<file path="src/rtl/tp_pkg.sv">
package tp_pkg;

    typedef logic [1:0] ctr2_t;

    localparam ctr2_t CTR_WEAK_NT  = 2'd1;
    localparam ctr2_t CHS_WEAK_LCL = 2'd1;

    typedef enum logic [1:0] {
        VOTE_HOLD   = 2'd0,
        VOTE_LOCAL  = 2'd1,
        VOTE_GLOBAL = 2'd2
    } vote_e;

    typedef struct packed {
        logic lcl;
        logic gbl;
        logic use_gbl;
        logic final_dir;
    } pred_t;

    // one saturating step toward the observed direction
    function automatic ctr2_t ctr_train(ctr2_t c, logic dir_taken);
        ctr2_t n;
        if (dir_taken) n = (c == 2'd3) ? c : c + 2'd1;
        else           n = (c == 2'd0) ? c : c - 2'd1;
        return n;
    endfunction

    // which component earned credit on this resolution
    function automatic vote_e judge(logic lp, logic gp, logic outcome);
        vote_e v;
        if (lp == gp)           v = VOTE_HOLD;
        else if (gp == outcome) v = VOTE_GLOBAL;
        else                    v = VOTE_LOCAL;
        return v;
    endfunction

    function automatic ctr2_t chooser_step(ctr2_t c, vote_e v);
        ctr2_t n;
        case (v)
            VOTE_GLOBAL: n = ctr_train(c, 1'b1);
            VOTE_LOCAL:  n = ctr_train(c, 1'b0);
            default:     n = c;
        endcase
        return n;
    endfunction

endpackage

</file>
<file path="src/rtl/tp_counter_table.sv">
module tp_counter_table
    import tp_pkg::*;
#(
    parameter int    IDX_W = 8,
    parameter ctr2_t INIT  = CTR_WEAK_NT
) (
    input  logic             clk,
    input  logic             rst,
    input  logic [IDX_W-1:0] rd_a_idx,
    output ctr2_t            rd_a_val,
    input  logic [IDX_W-1:0] rd_b_idx,
    output ctr2_t            rd_b_val,
    input  logic             wr_en,
    input  logic [IDX_W-1:0] wr_idx,
    input  ctr2_t            wr_val
);
    localparam int DEPTH = 1 << IDX_W;

    ctr2_t cells [DEPTH];

    genvar e;
    generate
        for (e = 0; e < DEPTH; e++) begin : g_cell
            ctr2_t cell_q;
            always_ff @(posedge clk) begin
                if (rst)
                    cell_q <= INIT;
                else if (wr_en && (wr_idx == IDX_W'(e)))
                    cell_q <= wr_val;
            end
            assign cells[e] = cell_q;
        end
    endgenerate

    assign rd_a_val = cells[rd_a_idx];
    assign rd_b_val = cells[rd_b_idx];

    // checker state: the entry written last cycle and its prior value
    logic             chk_vld;
    logic [IDX_W-1:0] chk_idx;
    ctr2_t            chk_old;

    always_ff @(posedge clk) begin
        if (rst) begin
            chk_vld <= 1'b0;
            chk_idx <= '0;
            chk_old <= INIT;
        end else begin
            chk_vld <= wr_en;
            chk_idx <= wr_idx;
            chk_old <= cells[wr_idx];
        end
    end

    int step_diff;
    assign step_diff = int'(cells[chk_idx]) - int'(chk_old);

    assert_single_step_R5: assert property (@(posedge clk) disable iff (rst)
        chk_vld |-> (step_diff <= 1 && step_diff >= -1));

endmodule

</file>
<file path="src/rtl/tp_ghist.sv">
module tp_ghist #(
    parameter int HIST_W = 8
) (
    input  logic              clk,
    input  logic              rst,
    input  logic              shift_en,
    input  logic              bit_in,
    output logic [HIST_W-1:0] hist
);
    always_ff @(posedge clk) begin
        if (rst)           hist <= '0;
        else if (shift_en) hist <= {hist[HIST_W-2:0], bit_in};
    end

    assert_hist_newest_R3: assert property (@(posedge clk) disable iff (rst)
        shift_en |=> (hist[0] == $past(bit_in)));

    assert_hist_idle_R3: assert property (@(posedge clk) disable iff (rst)
        !shift_en |=> $stable(hist));

endmodule

</file>
<file path="src/rtl/tourn_predictor.sv">
module tourn_predictor
    import tp_pkg::*;
#(
    parameter int PC_W   = 32,
    parameter int IDX_W  = 8,
    parameter int HIST_W = 8
) (
    input  logic            clk,
    input  logic            rst,
    input  logic [PC_W-1:0] lk_pc,
    output logic            lk_taken,
    output logic            lk_use_global,
    output logic            lk_local,
    output logic            lk_global,
    input  logic            up_valid,
    input  logic [PC_W-1:0] up_pc,
    input  logic            up_taken,
    input  logic            up_local_pred,
    input  logic            up_global_pred
);
    logic [HIST_W-1:0] ghist;
    logic [IDX_W-1:0]  hist_fold;

    generate
        if (HIST_W >= IDX_W) begin : g_fold_trunc
            assign hist_fold = ghist[IDX_W-1:0];
        end else begin : g_fold_pad
            assign hist_fold = {{(IDX_W-HIST_W){1'b0}}, ghist};
        end
    endgenerate

    logic [IDX_W-1:0] lk_lidx, lk_gidx, up_lidx, up_gidx;
    assign lk_lidx = lk_pc[IDX_W-1:0];
    assign lk_gidx = lk_pc[IDX_W-1:0] ^ hist_fold;
    assign up_lidx = up_pc[IDX_W-1:0];
    assign up_gidx = up_pc[IDX_W-1:0] ^ hist_fold;

    ctr2_t loc_lk, loc_up, gsh_lk, gsh_up, chs_lk, chs_up;
    ctr2_t loc_nxt, gsh_nxt, chs_nxt;
    vote_e vote;
    logic  chs_we;

    assign vote    = judge(up_local_pred, up_global_pred, up_taken);
    assign loc_nxt = ctr_train(loc_up, up_taken);
    assign gsh_nxt = ctr_train(gsh_up, up_taken);
    assign chs_nxt = chooser_step(chs_up, vote);
    assign chs_we  = up_valid && (vote != VOTE_HOLD);

    tp_counter_table #(.IDX_W(IDX_W), .INIT(CTR_WEAK_NT)) u_local (
        .clk(clk), .rst(rst),
        .rd_a_idx(lk_lidx), .rd_a_val(loc_lk),
        .rd_b_idx(up_lidx), .rd_b_val(loc_up),
        .wr_en(up_valid), .wr_idx(up_lidx), .wr_val(loc_nxt)
    );

    tp_counter_table #(.IDX_W(IDX_W), .INIT(CTR_WEAK_NT)) u_gshare (
        .clk(clk), .rst(rst),
        .rd_a_idx(lk_gidx), .rd_a_val(gsh_lk),
        .rd_b_idx(up_gidx), .rd_b_val(gsh_up),
        .wr_en(up_valid), .wr_idx(up_gidx), .wr_val(gsh_nxt)
    );

    tp_counter_table #(.IDX_W(IDX_W), .INIT(CHS_WEAK_LCL)) u_chooser (
        .clk(clk), .rst(rst),
        .rd_a_idx(lk_lidx), .rd_a_val(chs_lk),
        .rd_b_idx(up_lidx), .rd_b_val(chs_up),
        .wr_en(chs_we), .wr_idx(up_lidx), .wr_val(chs_nxt)
    );

    tp_ghist #(.HIST_W(HIST_W)) u_hist (
        .clk(clk), .rst(rst),
        .shift_en(up_valid), .bit_in(up_taken),
        .hist(ghist)
    );

    pred_t pr;
    always_comb begin
        pr.lcl       = loc_lk[1];
        pr.gbl       = gsh_lk[1];
        pr.use_gbl   = chs_lk[1];
        pr.final_dir = pr.use_gbl ? pr.gbl : pr.lcl;
    end

    assign lk_local      = pr.lcl;
    assign lk_global     = pr.gbl;
    assign lk_use_global = pr.use_gbl;
    assign lk_taken      = pr.final_dir;

    assert_reset_state_R7: assert property (@(posedge clk) disable iff (rst)
        $past(rst) |-> (!lk_local && !lk_global && !lk_use_global && !lk_taken));

    assert_final_source_R4: assert property (@(posedge clk) disable iff (rst)
        (lk_local == lk_global) |-> (lk_taken == lk_local));

endmodule

</file>
<file path="config.mk">
export PLATFORM = sky130hd
export DESIGN_NAME = tourn_predictor
export DESIGN_NICKNAME = d
export VERILOG_FILES = /design/src/rtl/tp_pkg.sv /design/src/rtl/tp_counter_table.sv /design/src/rtl/tp_ghist.sv /design/src/rtl/tourn_predictor.sv
export SDC_FILE = /design/constraint.sdc
export NUM_CORES = 2
export LEC_CHECK = 0
export BUFFER_PORTS_ARGS = -buffer_cell sky130_fd_sc_hd__buf_4
export CELL_PAD_IN_SITES_DETAIL_PLACEMENT = 0
export CELL_PAD_IN_SITES_GLOBAL_PLACEMENT = 1
export CORE_MARGIN = 5
export CORE_UTILIZATION = 52
export CTS_BUF_LIST = sky130_fd_sc_hd__clkbuf_4 sky130_fd_sc_hd__clkbuf_8
export DETAILED_ROUTE_END_ITERATION = 8
export HOLD_SLACK_MARGIN = 0.05
export PLACE_DENSITY_LB_ADDON = 0.1
export SETUP_SLACK_MARGIN = 0.5
export SLEW_MARGIN = 40
export SYNTH_ARGS = -nofsm -noshare
export SYNTH_HDL_FRONTEND = slang
export SYNTH_SLANG_ARGS = --single-unit
</file>
<file path="constraint.sdc">
create_clock -name clk -period 4.9 [get_ports clk]
set_input_delay 0.245 -clock clk [delete_from_list [all_inputs] [get_ports clk]]
set_output_delay 0.245 -clock clk [all_outputs]
set_load 0.01 [all_outputs]
</file>
* After elaboration in Yosys (flattened, before gate mapping)
Index checks and enable logic that the tools add are counted.
** Word-level totals
- Register bits after elaboration :: 1544
- Bits of input ports :: 70
** Operators by class
- Add/subtract/negate cells :: 6
- Magnitude comparators :: 4
- Equality and inequality tests :: 517
- Muxes and demuxes :: 30
- Bitwise operators :: 6
- Reductions and logical operators :: 775
** Operators by type and width (number)
- equality test 8 bit, second input constant :: 256
- equality test 8 x 7 -> 1 bit, second input constant :: 128
- logical AND 1 bit :: 769
- equality test 8 x 6 -> 1 bit, second input constant :: 64
- equality test 8 x 5 -> 1 bit, second input constant :: 32
- equality test 8 x 4 -> 1 bit, second input constant :: 16
- binary-select mux 2 bit (select 8 bit) :: 6
- equality test 8 x 3 -> 1 bit, second input constant :: 8
- two-way mux 2 bit :: 22
- greater-or-equal comparator 9 bit, second input constant :: 4
- NOT 8 -> 9 bit :: 4
- equality test 8 x 2 -> 1 bit, second input constant :: 4
- equality test 8 x 1 -> 1 bit, second input constant :: 2
- logical NOT 8 bit :: 2
- XOR 8 bit :: 2
- equality test 2 bit, second input constant :: 4
- adder 2 x 1 -> 2 bit, second input constant :: 3
- logical NOT 2 bit :: 3
- subtractor 2 x 1 -> 2 bit, second input constant :: 3
- case mux 2 bit (2 select lines) :: 1
- equality test 1 bit :: 2
- equality test 2 x 1 -> 1 bit, second input constant :: 1
- nonzero test 2 bit :: 1
- two-way mux 1 bit :: 1

* Longest topological paths before layout
- Depth in word-level cells :: 8
- Gate-level depth with buffers :: 19
- Gate-level depth less buffers :: 9

* Modules after synthesis
Synthesis repeated with hierarchy kept, for this count alone.
** Second synthesis, totals
- Cell total of the unflattened synthesis :: 9396
- Area total of the unflattened synthesis :: 86271.5 µm²
** Modules (own cells, without submodules)
- tp_counter_table :: times used 3, cells each 3110, area each 28554.9 µm², sequential area each 10249.8 µm²
- tourn_predictor :: times used 1, cells each 40, area each 321.6 µm², sequential area each 0.0 µm²
- tp_ghist :: times used 1, cells each 26, area each 285.3 µm², sequential area each 160.2 µm²

* Worst setup path before layout
No wires, ideal clock.
- Kind :: in2out
- From :: in lk_pc[0]
- To :: out lk_taken
- Data arrival time :: 3717 ps
- Path slack :: 938 ps
- Stages on the path :: 8
- Cell sequence :: clkbuf_1 -> buf_1 -> buf_1 -> mux4_2 -> mux4_2 -> mux4_2 -> mux4_2 -> mux2_2
** On the way
- Elaborated cells on any way between the ends :: 13
- Those cells by class :: mux: 10; bitwise: 3
** RTL lines
- start, declared :: RTL line tourn_predictor.sv:10 : input logic [PC_W-1:0] lk_pc,
- NOT 8 -> 9 bit (implied by the code) :: RTL line tp_counter_table.sv:35 : assign rd_a_val = cells[rd_a_idx];
- binary-select mux 2 bit (select 8 bit) :: RTL line tp_counter_table.sv:35
- two-way mux 2 bit (implied by the code) (2 in a row) :: RTL line tp_counter_table.sv:35
- named net lk_local :: RTL line tourn_predictor.sv:13 : output logic lk_local,
- two-way mux 1 bit :: RTL line tourn_predictor.sv:81 : pr.final_dir = pr.use_gbl ? pr.gbl : pr.lcl;
- end, declared :: RTL line tourn_predictor.sv:11 : output logic lk_taken,
The timed path passes the listed nets, and every way through them passes these cells. The select of a mux whose other input is x is not followed.

* Worst setup path after layout
- From :: reg u_hist.hist[0]
- To :: out lk_taken
** On the way
- Cells in the longest elaborated chain, start to end :: 6
** Ends and longest elaborated chain
- start, declared :: RTL line tp_ghist.sv:8 : output logic [HIST_W-1:0] hist
- start signal, assigned :: RTL line tp_ghist.sv:12 : else if (shift_en) hist <= {hist[HIST_W-2:0], bit_in};
- XOR 8 bit :: RTL line tourn_predictor.sv:34 : assign lk_gidx = lk_pc[IDX_W-1:0] ^ hist_fold;
- NOT 8 -> 9 bit (implied by the code) :: RTL line tp_counter_table.sv:35
- binary-select mux 2 bit (select 8 bit) :: RTL line tp_counter_table.sv:35
- two-way mux 2 bit (implied by the code) (2 in a row) :: RTL line tp_counter_table.sv:35
- two-way mux 1 bit :: RTL line tourn_predictor.sv:81
No other way between the ends. The select of a mux whose other input is x is not followed.

==> impl_metrics.csv <==
group,metric,value,unit
logic_synthesis,synth_seq_area_share,41.8,%
logic_synthesis,yosysWarnings,0,
global_routing,grt_max_degree,185,
power,p_total,28400,uW
worst_setup_path,endpoint_kind,"output port",
detailed_routing,wl_per_cell,27.8,um
cells_and_area,fin_util,59.1,%
sta,min_period,4.40,ns
clocking,clkSinkCount,1544,
global_routing,antenna_found_initial,2,
cells_and_area,multi_input_area,40000,sq um
logic_synthesis,synth-edff-count,0,
floorplan,rows,138,
run,drv_cap,0,
clocking,cts-htree-levels,5,
logic_synthesis,async_flop_share,0,%
floorplan,fp.coreArea,141000,sq um
sta,fin_skew,0.0535,ns
global_routing,grt_pass1_vias,60700,
logic_synthesis,synth-main-ff-cell,"dfxtp_1",
floorplan,die_x,387,um
power,leakage,0.0264,uW
detailed_routing,wirelength,265000,um
sta,slew-limit-headroom,37.5,%
clocking,clkLatencyLatePin,0.99,ns
worst_setup_path,worst_path_max_delay_cell,"mux4_2",
cells_and_area,syn_to_final_growth,13.0,%
global_routing,use_met1,45.2,%
global_routing,grt_pass1_wl,394000,um
logic_synthesis,netlist_top_cells_area,"dfxtp_1 (42%), mux4_2 (19%), o21ai_0 (8.1%), a21oi_1 (4.9%), a311oi_1 (3.9%)",
worst_setup_path,start_kind,"flop",
place,pre_cts_ws,0.493,ns
logic_synthesis,synth.avg_cell_area,9.70,sq um
power,powerDensity,340,nW/um^2
clocking,clk_pin_slew,0.06,ns
sta,finalSetupTns,0,ns
place,place_hpwl,158000,um
cells_and_area,drive_gt1_share,21.1,%
logic_synthesis,synth_top_area_cell,"dfxtp_1",
sta,rsz0062_at_grt,"true",
global_routing,grt-ovfl-total,0,
worst_setup_path,crit_required,4.66,ns
sta,hold_viol,0,
sta,setup_ws,0.504,ns
sta,worst_pin_slew,0.932,ns
outcome,status,"complete, no violations",
clocking,clock_path_buffers,4,
place,gp_congestion,0.884,
worst_setup_path,cp_slowest_stage_delay,0.50,ns
cells_and_area,layout_commonest_cell,"dfxtp_1",
global_routing,grt-busiest-layer,"met2",
detailed_routing,vias,64800,
sta,period_share,89.7,%
floorplan,die_h,387,um
detailed_routing,drtIter0Drc,7797,
logic_synthesis,synthesis.area,73900,sq um
worst_setup_path,arrival,4.15,ns
logic_synthesis,syn_nets,7696,
floorplan,initial_utilization,52.3,%
cells_and_area,fillers,12000,
place,io_buffer_count,25,
logic_synthesis,synth_top_area_share,41.8,%
worst_setup_path,crit_type,"reg -> out",
power,peakVddDrop,232,uV
floorplan,dieArea,150000,sq um
clocking,cts-root-buf,"clkbuf_8",
global_routing,grt_util_met2,53.1,%
sta,whs,0.147,ns
global_routing,grt_use_total,33.9,%
worst_setup_path,critPathMostFrequentCell,"mux4_2",
cells_and_area,mostFrequentLayoutCells,"dfxtp_1 (1542), o21ai_0 (1193), nand2_1 (726), a21oi_1 (724), mux4_2 (620)",
detailed_routing,ant_nets,0,
min_path,hold_class,"in -> reg",
logic_synthesis,synth-seq-cells,1544,
logic_synthesis,syn_inst,7626,
logic_synthesis,ys_types,75,
detailed_routing,vias_per_cell,6.79,
sta,setup_viol,0,
detailed_routing,route.detailed.drc,0,
global_routing,met3_usage,6.45,%
detailed_routing,drtPass1Iterations,8,
clocking,numCtsBuffers,288,
cells_and_area,seqCellArea,30900,sq um
floorplan,ioPinCount,74,
cells_and_area,nets,7517,
worst_setup_path,crit_path_cell_trace,"xor2_4 -> buf_12 -> buf_16 -> buf_8 -> buf_4 -> mux4_2 -> mux4_2 -> nand2_2 -> a21oi_4 -> a31oi_1 -> nand2_1 -> and4_4 -> mux2_4 -> buf_6",
sta,fmax,0.228,GHz
clocking,cts_tree,"yes",
sta,maxSlewViolCount,0,
worst_setup_path,path_max_fanout,8,
-- cell families after synthesis --
kind of cell	Yosys count	share of synthesized area, %
DFF	1544	41.8
and+or+nand+nor	1569	8.88
xor gates and xnor gates	26	0.333
AOI/OAI and AO/OA	2858	23.1
adders and majority gates	3	0.0423
muxes	756	20.8
buffers and inverters	870	5.08
-- path summary, 6_finish.rpt --
check	slack [ns]	end	cells past startpoint	startpoint
setup / recovery	0.50	lk_taken	14	u_hist.hist[0]
hold / removal	0.15	u_local.g_cell[100].cell_q[0]	5	up_pc[4]
setup reg to reg	0.65	u_gshare.g_cell[254].cell_q[1]	14	u_hist.hist[0]
hold reg to reg	0.47	u_local.g_cell[164].cell_q[0]	2	u_local.g_cell[164].cell_q[0]
-- area by class of cell --
| type | instances | share of cell area (%) |
|---|---|---|
| Multi-Input combinational cell | 5212 | 47.8 |
| Sequential cell | 1544 | 37.0 |
| Clock buffer | 452 | 6.79 |
| Timing Repair Buffer | 394 | 5.19 |
| Tap cell | 1890 | 2.83 |
| Clock inverter | 28 | 0.304 |
| Inverter | 7 | 0.0464 |
| Antenna cell | 3 | 0.00899 |
-- stage by stage --
step	area (sq um)	std cells
after CTS	83300	9509
after floorplan	73900	7626
final	83500	9530
after global routing	83500	9528
after global placement	76900	9006
after detailed placement	77100	9011
-- synth_stat cells (all sizes together), types with 4 or more instances --
cell type,count
nor4,9
nor2b,7
a221oi,7
xnor2,12
nand3b,4
nand3,300
a31oi,5
dfxtp,1544
a211oi,152
mux2,7
o21ai,1330
nor3,14
nor2,442
o32ai,4
inv,7
o22ai,15
a22oi,55
a41oi,8
or4,5
nand2,735
a22o,5
a2111oi,4
a311oi,329
o221ai,7
and4,4
mux2i,126
buf,248
clkbuf,615
and2,5
a21oi,726
mux4,623
xor2,14
nand4,16
and3,5
o211ai,10
a211o,8
o311ai,177
nor4b,5
-- routing by layer --
| metal | wire, um | up-vias |
|---|---|---|
| li1 | - | 28900 |
| met2 | 121000 | 3525 |
| met3 | 23800 | 826 |
| met4 | 15400 | 0 |
| met5 | 0 | - |
| met1 | 105000 | 31500 |
-- repair_timing --
item                                    4_1_cts  5_1_grt
endpoints found under the setup margin        7        1
hold buffers                                  6        0
pin swaps                                     2        2
gates cloned                                  5        0
setup buffers                                 7       17
resized for setup                            14       12
endpoints found under the hold margin       129        0
-- state kept, by name, summed over array words and instances (netlist names) --
| register | cells |
|---|---|
| u_local.g_cell.cell_q | 512 |
| u_gshare.g_cell.cell_q | 512 |
| u_chooser.g_cell.cell_q | 512 |
| u_hist.hist | 8 |
-- worst max-delay path, delay by kind of cell, from the launching register on --
| family | cells | cell delay (ns) |
|---|---|---|
| AOI/OAI and AO/OA | 2 | 0.25 |
| xor gates and xnor gates | 1 | 0.16 |
| buffers and inverters | 5 | 0.67 |
| DFF | 1 | 0.37 |
| muxes | 3 | 1.33 |
| and+or+nand+nor | 3 | 0.39 |
-- report_power, final --
part	switching [uW]	leakage (uW)	total, uW	internal [uW]
registers	18.4	0.0125	12600	12600
logic	1970	0.0108	2800	827
clock network	5500	0.00316	13000	7510
total	7490	0.0264	28400	20900
Note: power is estimated with default switching activity, not from simulation.
